[src/rtl/dtg_pkg.sv]
package dtg_pkg;

    // Region of one axis; the encoding order follows the scan sequence.
    typedef enum logic [1:0] {
        RG_ACTIVE = 2'd0,
        RG_FRONT  = 2'd1,
        RG_SYNC   = 2'd2,
        RG_BACK   = 2'd3
    } dtg_region_e;

    // Level control of one strobe.
    typedef struct packed {
        logic polarity;
        logic enable;
    } dtg_ctl_t;

endpackage

[src/rtl/dtg_axis.sv]
module dtg_axis
    import dtg_pkg::*;
#(
    parameter int CW = 14
) (
    input  logic          clk,
    input  logic          rst,
    input  logic          adv,
    input  logic [CW-1:0] act_end,
    input  logic [CW-1:0] front_end,
    input  logic [CW-1:0] sync_end,
    input  logic [CW-1:0] total,
    output logic [CW-1:0] pos,
    output dtg_region_e   region,
    output logic          last
);

    localparam logic [CW-1:0] ONE = CW'(1);

    typedef struct packed {
        logic [CW-1:0] pos;
    } axis_st_t;

    axis_st_t st_d, st_q;

    always_comb begin
        st_d = st_q;
        last = (st_q.pos == (total - ONE));
        if (rst) begin
            st_d.pos = '0;
        end else if (adv) begin
            st_d.pos = last ? '0 : (st_q.pos + ONE);
        end

        if (st_q.pos < act_end) begin
            region = RG_ACTIVE;
        end else if (st_q.pos < front_end) begin
            region = RG_FRONT;
        end else if (st_q.pos < sync_end) begin
            region = RG_SYNC;
        end else begin
            region = RG_BACK;
        end
    end

    always_ff @(posedge clk) begin
        st_q <= st_d;
    end

    assign pos = st_q.pos;

    // the position returns to the origin after the last step of a span
    p_wrap_r1: assert property (@(posedge clk) disable iff (rst)
        (adv && last) |=> (pos == '0));

    // the position never leaves the programmed span
    p_range_r1: assert property (@(posedge clk) disable iff (rst)
        (pos < total));

    // without an advance request the position holds
    p_hold_r2: assert property (@(posedge clk) disable iff (rst)
        !adv |=> $stable(pos));

endmodule

[src/rtl/dtg_edge_stage.sv]
module dtg_edge_stage #(
    parameter int W = 2
) (
    input  logic         clk,
    input  logic         edge_sel,
    input  logic [W-1:0] din,
    output logic [W-1:0] dout
);

    typedef struct packed {
        logic         sel;
        logic [W-1:0] val;
    } launch_t;

    launch_t stage_d, rise_q, fall_q;

    always_comb begin
        stage_d.sel = edge_sel;
        stage_d.val = din;
    end

    always_ff @(posedge clk) begin
        rise_q <= stage_d;
    end

    always_ff @(negedge clk) begin
        fall_q <= stage_d;
    end

    // sel = 1 launches on the rising edge, sel = 0 on the falling edge
    assign dout = fall_q.sel ? rise_q.val : fall_q.val;

endmodule

[src/rtl/raster_timing_gen.sv]
module raster_timing_gen
    import dtg_pkg::*;
#(
    parameter int HW = 12,
    parameter int VW = 12
) (
    input  logic          clk,
    input  logic          rst,
    input  logic [HW-1:0] cfg_h_active,
    input  logic [HW-1:0] cfg_h_front,
    input  logic [HW-1:0] cfg_h_sync,
    input  logic [HW-1:0] cfg_h_back,
    input  logic [VW-1:0] cfg_v_active,
    input  logic [VW-1:0] cfg_v_front,
    input  logic [VW-1:0] cfg_v_sync,
    input  logic [VW-1:0] cfg_v_back,
    input  logic          cfg_hs_pol,
    input  logic          cfg_vs_pol,
    input  logic          cfg_de_pol,
    input  logic          cfg_hs_en,
    input  logic          cfg_vs_en,
    input  logic          cfg_de_en,
    input  logic          cfg_data_edge,
    input  logic          cfg_sync_edge_own,
    input  logic          cfg_sync_edge,
    input  logic          cfg_dscan,
    output logic          hsync,
    output logic          vsync,
    output logic          de,
    output logic [HW-1:0] px_x,
    output logic [VW-1:0] px_y
);

    localparam int NSEG = 4;
    localparam int HCW  = HW + 2;
    localparam int VCW  = VW + 3;
    localparam int DW   = HW + VW + 1;

    typedef struct packed {
        logic [HCW-1:0] h_act_end;
        logic [HCW-1:0] h_front_end;
        logic [HCW-1:0] h_sync_end;
        logic [HCW-1:0] h_total;
        logic [VCW-1:0] v_act_end;
        logic [VCW-1:0] v_front_end;
        logic [VCW-1:0] v_sync_end;
        logic [VCW-1:0] v_total;
        dtg_ctl_t       hs;
        dtg_ctl_t       vs;
        dtg_ctl_t       de;
        logic           data_edge;
        logic           sync_edge;
        logic           dscan;
    } shadow_t;

    typedef struct packed {
        shadow_t sh;
    } gen_st_t;

    gen_st_t st_d, st_q;

    // ---------------- length clamping ----------------
    logic [HW-1:0]  h_raw [NSEG];
    logic [VW-1:0]  v_raw [NSEG];
    logic [HCW-1:0] h_len [NSEG];
    logic [VCW-1:0] v_len [NSEG];

    assign h_raw[0] = cfg_h_active;
    assign h_raw[1] = cfg_h_front;
    assign h_raw[2] = cfg_h_sync;
    assign h_raw[3] = cfg_h_back;
    assign v_raw[0] = cfg_v_active;
    assign v_raw[1] = cfg_v_front;
    assign v_raw[2] = cfg_v_sync;
    assign v_raw[3] = cfg_v_back;

    for (genvar i = 0; i < NSEG; i++) begin : g_clamp
        assign h_len[i] = (h_raw[i] == '0) ? HCW'(1) : HCW'(h_raw[i]);
        assign v_len[i] = (v_raw[i] == '0) ? VCW'(1) : VCW'(v_raw[i]);
    end

    // ---------------- settings to capture ----------------
    shadow_t        sh_new;
    logic [VCW-1:0] v_act_lines;

    always_comb begin
        v_act_lines        = cfg_dscan ? (v_len[0] << 1) : v_len[0];
        sh_new.h_act_end   = h_len[0];
        sh_new.h_front_end = h_len[0] + h_len[1];
        sh_new.h_sync_end  = h_len[0] + h_len[1] + h_len[2];
        sh_new.h_total     = h_len[0] + h_len[1] + h_len[2] + h_len[3];
        sh_new.v_act_end   = v_act_lines;
        sh_new.v_front_end = v_act_lines + v_len[1];
        sh_new.v_sync_end  = v_act_lines + v_len[1] + v_len[2];
        sh_new.v_total     = v_act_lines + v_len[1] + v_len[2] + v_len[3];
        sh_new.hs          = '{polarity: cfg_hs_pol, enable: cfg_hs_en};
        sh_new.vs          = '{polarity: cfg_vs_pol, enable: cfg_vs_en};
        sh_new.de          = '{polarity: cfg_de_pol, enable: cfg_de_en};
        sh_new.data_edge   = cfg_data_edge;
        sh_new.sync_edge   = cfg_sync_edge_own ? cfg_sync_edge : cfg_data_edge;
        sh_new.dscan       = cfg_dscan;
    end

    // ---------------- axis counters ----------------
    logic [HCW-1:0] h_pos;
    logic [VCW-1:0] v_pos;
    dtg_region_e    h_reg, v_reg;
    logic           h_last, v_last;
    logic           frame_end;

    dtg_axis #(.CW(HCW)) u_h_axis (
        .clk       (clk),
        .rst       (rst),
        .adv       (1'b1),
        .act_end   (st_q.sh.h_act_end),
        .front_end (st_q.sh.h_front_end),
        .sync_end  (st_q.sh.h_sync_end),
        .total     (st_q.sh.h_total),
        .pos       (h_pos),
        .region    (h_reg),
        .last      (h_last)
    );

    dtg_axis #(.CW(VCW)) u_v_axis (
        .clk       (clk),
        .rst       (rst),
        .adv       (h_last),
        .act_end   (st_q.sh.v_act_end),
        .front_end (st_q.sh.v_front_end),
        .sync_end  (st_q.sh.v_sync_end),
        .total     (st_q.sh.v_total),
        .pos       (v_pos),
        .region    (v_reg),
        .last      (v_last)
    );

    assign frame_end = h_last && v_last;

    // ---------------- settings register ----------------
    always_comb begin
        st_d = st_q;
        if (rst || frame_end) begin
            st_d.sh = sh_new;
        end
    end

    always_ff @(posedge clk) begin
        st_q <= st_d;
    end

    // ---------------- output levels ----------------
    logic          de_raw, hs_lvl, vs_lvl, de_lvl;
    logic [HW-1:0] x_val;
    logic [VW-1:0] y_val;

    always_comb begin
        de_raw = (h_reg == RG_ACTIVE) && (v_reg == RG_ACTIVE);
        hs_lvl = (st_q.sh.hs.enable && (h_reg == RG_SYNC)) ? st_q.sh.hs.polarity
                                                            : !st_q.sh.hs.polarity;
        vs_lvl = (st_q.sh.vs.enable && (v_reg == RG_SYNC)) ? st_q.sh.vs.polarity
                                                            : !st_q.sh.vs.polarity;
        de_lvl = (st_q.sh.de.enable && de_raw) ? st_q.sh.de.polarity
                                               : !st_q.sh.de.polarity;
        x_val  = de_raw ? h_pos[HW-1:0] : '0;
        if (!de_raw) begin
            y_val = '0;
        end else if (st_q.sh.dscan) begin
            y_val = v_pos[VW:1];
        end else begin
            y_val = v_pos[VW-1:0];
        end
    end

    // ---------------- launch stages ----------------
    logic [1:0]    sync_out;
    logic [DW-1:0] data_out;

    dtg_edge_stage #(.W(2)) u_sync_stage (
        .clk      (clk),
        .edge_sel (st_q.sh.sync_edge),
        .din      ({hs_lvl, vs_lvl}),
        .dout     (sync_out)
    );

    dtg_edge_stage #(.W(DW)) u_data_stage (
        .clk      (clk),
        .edge_sel (st_q.sh.data_edge),
        .din      ({de_lvl, x_val, y_val}),
        .dout     (data_out)
    );

    assign hsync = sync_out[1];
    assign vsync = sync_out[0];
    assign de    = data_out[DW-1];
    assign px_x  = data_out[DW-2:VW];
    assign px_y  = data_out[VW-1:0];

    // ---------------- assertions ----------------
    // captured settings change only at a frame boundary
    p_shadow_hold_r9: assert property (@(posedge clk) disable iff (rst)
        !frame_end |=> $stable(st_q.sh));

    // every region of both axes spans at least one step
    p_min_len_r10: assert property (@(posedge clk) disable iff (rst)
        (st_q.sh.h_act_end != '0) && (st_q.sh.h_front_end > st_q.sh.h_act_end) &&
        (st_q.sh.h_sync_end > st_q.sh.h_front_end) && (st_q.sh.h_total > st_q.sh.h_sync_end) &&
        (st_q.sh.v_act_end != '0) && (st_q.sh.v_front_end > st_q.sh.v_act_end) &&
        (st_q.sh.v_sync_end > st_q.sh.v_front_end) && (st_q.sh.v_total > st_q.sh.v_sync_end));

    // a disabled horizontal sync sits at its idle level at the pin
    p_unused_hs_r4: assert property (@(posedge clk) disable iff (rst)
        ($past(!st_q.sh.hs.enable) && !st_q.sh.hs.enable && $stable(st_q.sh.hs.polarity))
        |-> (hsync == !st_q.sh.hs.polarity));

    // the row only moves at the end of a line
    p_row_step_r2: assert property (@(posedge clk) disable iff (rst)
        !h_last |=> $stable(v_pos));

endmodule

[config.mk]
export PLATFORM = sky130hd
export DESIGN_NAME = raster_timing_gen
export DESIGN_NICKNAME = d
export VERILOG_FILES = /design/src/rtl/dtg_pkg.sv /design/src/rtl/dtg_axis.sv /design/src/rtl/dtg_edge_stage.sv /design/src/rtl/raster_timing_gen.sv
export SDC_FILE = /design/constraint.sdc
export NUM_CORES = 1
export LEC_CHECK = 0
export ABC_AREA = 0
export BUFFER_PORTS_ARGS = -buffer_cell sky130_fd_sc_hd__clkbuf_2
export CAP_MARGIN = 20
export CORE_MARGIN = 1.5
export CORE_UTILIZATION = 54
export CTS_CLUSTER_DIAMETER = 50
export DETAILED_ROUTE_END_ITERATION = 8
export PLACE_DENSITY = 0.79
export SYNTH_ARGS = -nofsm -noshare
export SYNTH_HDL_FRONTEND = slang
export SYNTH_SLANG_ARGS = --single-unit
[constraint.sdc]
create_clock -name clk -period 4.6 [get_ports clk]
set_input_delay 0.46 -clock clk [delete_from_list [all_inputs] [get_ports clk]]
set_output_delay 0.46 -clock clk [all_outputs]
set_load 0.02 [all_outputs]
* Word level (Yosys, flattened, before mapping)
Index checks and enable logic that the tools add are counted.
Storage, ports and cells: bits in registers 210, word-level logic and storage cells 90
Operators by class: add/sub/neg operators 10, $lt $le $gt $ge 6, eq/ne operators 4, mux-type cells 25, reductions and logical operators 20
Operators by type and width (number):
- $mux W12 | 11
- $logic_not A12 Y1 | 8
- $lt A15 B15 Y1 | 3
- $lt A14 B14 Y1 | 3
- $add A13 B12 Y14 | 2
- $mux W25 | 1
- $add A14 B12 Y15 | 1
- $add A15 B1 Y15 const B | 1
- $add A15 B12 Y15 | 1
- $eq A15 B15 Y1 | 1
- $mux W15 | 1
- $sub A15 B1 Y15 const B | 1
- $add A14 B1 Y14 const B | 1
- $add A14 B12 Y14 | 1
- $eq A14 B14 Y1 | 1
- $sub A14 B1 Y14 const B | 1
- $add A12 B12 Y13 | 1
- $mux W13 | 1
- $mux W2 | 5
- $mux W1 | 6
- $logic_and A1 B1 Y1 | 5
- $eq A2 B2 Y1 const B | 2
- $logic_not A2 Y1 | 2
- $logic_not A1 Y1 | 3
- other kinds (2) | 2

* Depth between registers and ports, before layout
depth after elaboration 8, gate-level depth with buffers 25, mapped depth without buffers 25

* By module
From an unflattened synthesis, not the netlist that was laid out.
Unflattened totals: cell total of the unflattened synthesis 1379, area, all modules 13725.7 µm²
By module, submodules not included:
- raster_timing_gen | instances 1, cells each 716, area each 7701.1 µm²
- dtg_axis at u_v_axis | instances 1, cells each 300, area each 2278.4 µm²
- dtg_axis at u_h_axis | instances 1, cells each 275, area each 2187.1 µm²
- dtg_edge_stage at u_data_stage | instances 1, cells each 80, area each 1432.6 µm²
- dtg_edge_stage at u_sync_stage | instances 1, cells each 8, area each 126.4 µm²

==> results.yml <==
setup_path:
  critPathRequiredTime_ps: 4890
  slowest_delay_ps: 370
  crit_arrival_ps: 4940
  cp-startpoint: "cfg_h_active[5]"
  cp_slowest_cell: "ha_1"
  start_kind: "primary input"
  critPathMaxFanout: 3
  rr_endpoint: "u_sync_stage.fall_q[0]$_DFF_N_"
  r2r_start: "u_v_axis.pos[1]$_SDFFE_PP0N_"
  crit_family: "simple AND/OR/NAND/NOR gates"
  cp.depth: 25
  setup.worst_path.class: "in2reg"
  ff2ff_path_depth: 10
  endpoint: "st_q[82]$_DFFE_PP_"
  r2r_slack_ps: 0
  path_buf_inv: 2
  setup.worst_path.end_class: "flip-flop"
placed_design:
  dp_hpwl_um: 25200
  port_buffers: 134
  gp_congestion: 0.913
  place_area_um2: 15300
logic_synthesis:
  synth_common_cells: "ha_1, edfxtp_1, inv_1, clkbuf_1, nor2_1"
  ys.flop_type: "edfxtp_1"
  yosysWarnings: 0
  yosysTopAreaCellShare: 0.272
  synth_top_area_cell: "edfxtp_1"
  yosys.cell_count.top_type: "ha_1"
  yosys-top-cells-area: "edfxtp_1, ha_1, dfxtp_1"
  synth_cell_types: 78
  synthCells: 1317
  synth_edf_count: 119
  synthesis.nets: 1582
  ys_ff_latch: 204
  synth-async-reset-ratio: 0
  avgSynthCellArea_um2: 9.99
  syn_area_um2: 13200
  synth_seq_area_share: 0.401
drt:
  routed_wl_um: 34100
  viasPerCell: 5.61
  first_pass_iters: 5
  dr.first_iter.drc_count: 981
  drcViolationCount: 0
  ant_nets: 0
  vias: 10900
  wire_per_inst_um: 17.6
die:
  start_util: 0.555
  dieArea_um2: 25300
  core_area_um2: 23700
  die-height_um: 159
  die_width_um: 159
  core.rowCount: 56
  io_pins: 135
timing:
  fmax_mhz: 215
  worst_pin_slew_ps: 985
  finalHoldViolCount: 0
  relSlewSlack: 0.343
  finClkSkew_ps: 68.4
  finalCritPeriodShare: 1.01
  finalCriticalPeriod_ps: 4650
  rsz0062_at_grt: "yes"
  finalMaxSlewViolations: 0
  worst_slack_ps: -47.8
  finalSetupViolations: 1
power:
  power_uw: 7760
  power_density_nw_per_um2: 464
  leakage_uw: 0.00774
  vdd_drop_max_uv: 321
clocking:
  cts_tree: "done"
  cts_sinks: 204
  ctsLongestPathBuffers: 3
  clkTransAtPathRegs_ps: 60
  clkLatencyLatePin_ps: 590
  htreeDepth: 1
  hold_buffers: 0
  cts_buffers: 25
  cts_root_buf: "clkbuf_16"
grt:
  track_usage: 0.258
  grt_pass1_wl_um: 53100
  grt_start_max_net_pins: 61
  grt_pass1_vias: 10700
  overflow: 0
  grt_antenna_before_repair: 0
outcome:
  violations: "setup timing"
  outcome: "finished with violations"
layout:
  fillers: 1699
  nNetsFinal: 1866
  fin_util: 0.705
  drive_gt1_frac: 0.324
  area_growth_pct: 27.0
  diodes: 0
  fin_area_um2: 16700
worst_hold_path:
  hold_path_class: "in2reg"
flow_run:
  maxCapViolations: 0
==> placed cells by master, fill, tap and decap left out, types with 8 or more instances in the layout <==
cell / instances
xor2_1: 39
nand3_1: 30
clkbuf_16: 27
dfxtp_1: 80
clkbuf_2: 134
a21oi_2: 14
xnor2_1: 80
nand2b_1: 12
a21oi_1: 49
nand2_1: 39
and3_1: 22
a31oi_1: 8
nor4_1: 13
inv_1: 137
nor2b_1: 18
buf_4: 191
nor4_2: 15
o21a_1: 13
mux2i_1: 15
nor2_2: 12
o21ai_0: 44
o21bai_1: 8
nor3_1: 35
ha_1: 144
a21o_1: 17
mux2_2: 38
nand4_1: 11
edfxtp_1: 119
nor2_1: 86
==> cells by family (layout without fill, tap and decap cells) <==
family,count (synthesis),in the layout,share of synthesized area
buffers and inverters,209,512,0.0620
AND/OR/NAND/NOR,342,342,0.143
AO/OA/AOI/OAI,224,224,0.111
adder cells (fa/ha/maj),157,157,0.153
multiplexers,54,54,0.0448
flip-flops,204,204,0.401
XOR/XNOR,127,127,0.0851
==> report_power, final <==
| group | switching [uW] | internal, uW |
|---|---|---|
| registers | 189 | 2360 |
| logic | 1580 | 1490 |
| clock network | 913 | 1220 |
| total | 2680 | 5070 |
==> stage by stage <==
| step | std cells | hold slack, ps | TNS (ps) | setup slack, ps |
|---|---|---|---|---|
| finish | 1939 | 108 | -47.8 | -47.8 |
| global route | 1939 | 95.0 | -912 | -241 |
| CTS | 1930 | 99.5 | 0 | 0.855 |
| detailed placement | 1855 | 462 | -5550 | -553 |
| global placement | 1855 | 445 | -3420 | -394 |
| floorplan | 1317 | 440 | -85.7 | -58.2 |
==> layout make-up <==
| type | count | area [um^2] | area share |
|---|---|---|---|
| inverters | 108 | 405 | 0.0243 |
| clock inverters | 47 | 313 | 0.0187 |
| clock buffers | 28 | 679 | 0.0407 |
| repair buffers | 329 | 2170 | 0.130 |
| multi-input cells | 904 | 7450 | 0.446 |
| flip-flops and latches | 204 | 5280 | 0.316 |
| well taps | 319 | 399 | 0.0239 |
==> per-layer routing <==
metal  share of wire  GRT usage  vias up  routed length, um
met5               0          0        -                  0
met4           0.027     0.0750        0                929
met3           0.068     0.0346       82               2300
met2            0.48      0.440      397              16200
met1            0.43      0.343     5172              14600
li1                -          -     5222                  -
==> worst min path at each step <==
stage	slack, ps	cells after the start	startpoint	endpoint
after floorplan	440	1	st_q[4]$_DFFE_PP_	u_data_stage.rise_q[24]$_DFF_P_
after global placement	450	1	st_q[4]$_DFFE_PP_	u_data_stage.rise_q[24]$_DFF_P_
after detailed placement	460	1	st_q[4]$_DFFE_PP_	u_data_stage.rise_q[24]$_DFF_P_
after CTS	100	1	cfg_de_en	st_q[3]$_DFFE_PP_
after global routing	100	1	cfg_de_en	st_q[3]$_DFFE_PP_
final	110	1	cfg_vs_en	st_q[5]$_DFFE_PP_
==> repair_timing <==
| action | 4_1_cts | 5_1_grt |
|---|---|---|
| pin swaps | 2 | 39 |
| setup endpoints to repair | 15 | 31 |
| setup buffers | 1 | 9 |
| gates resized for setup | 10 | 64 |
==> registers in the layout, indices dropped and copies added (netlist names) <==
register	cells
u_h_axis.pos	14
st_q	119
u_data_stage.fall_q	26
u_sync_stage.fall_q	3
u_data_stage.rise_q	25
u_v_axis.pos	15
u_sync_stage.rise_q	2
Note: power is estimated with default switching activity, not from simulation.
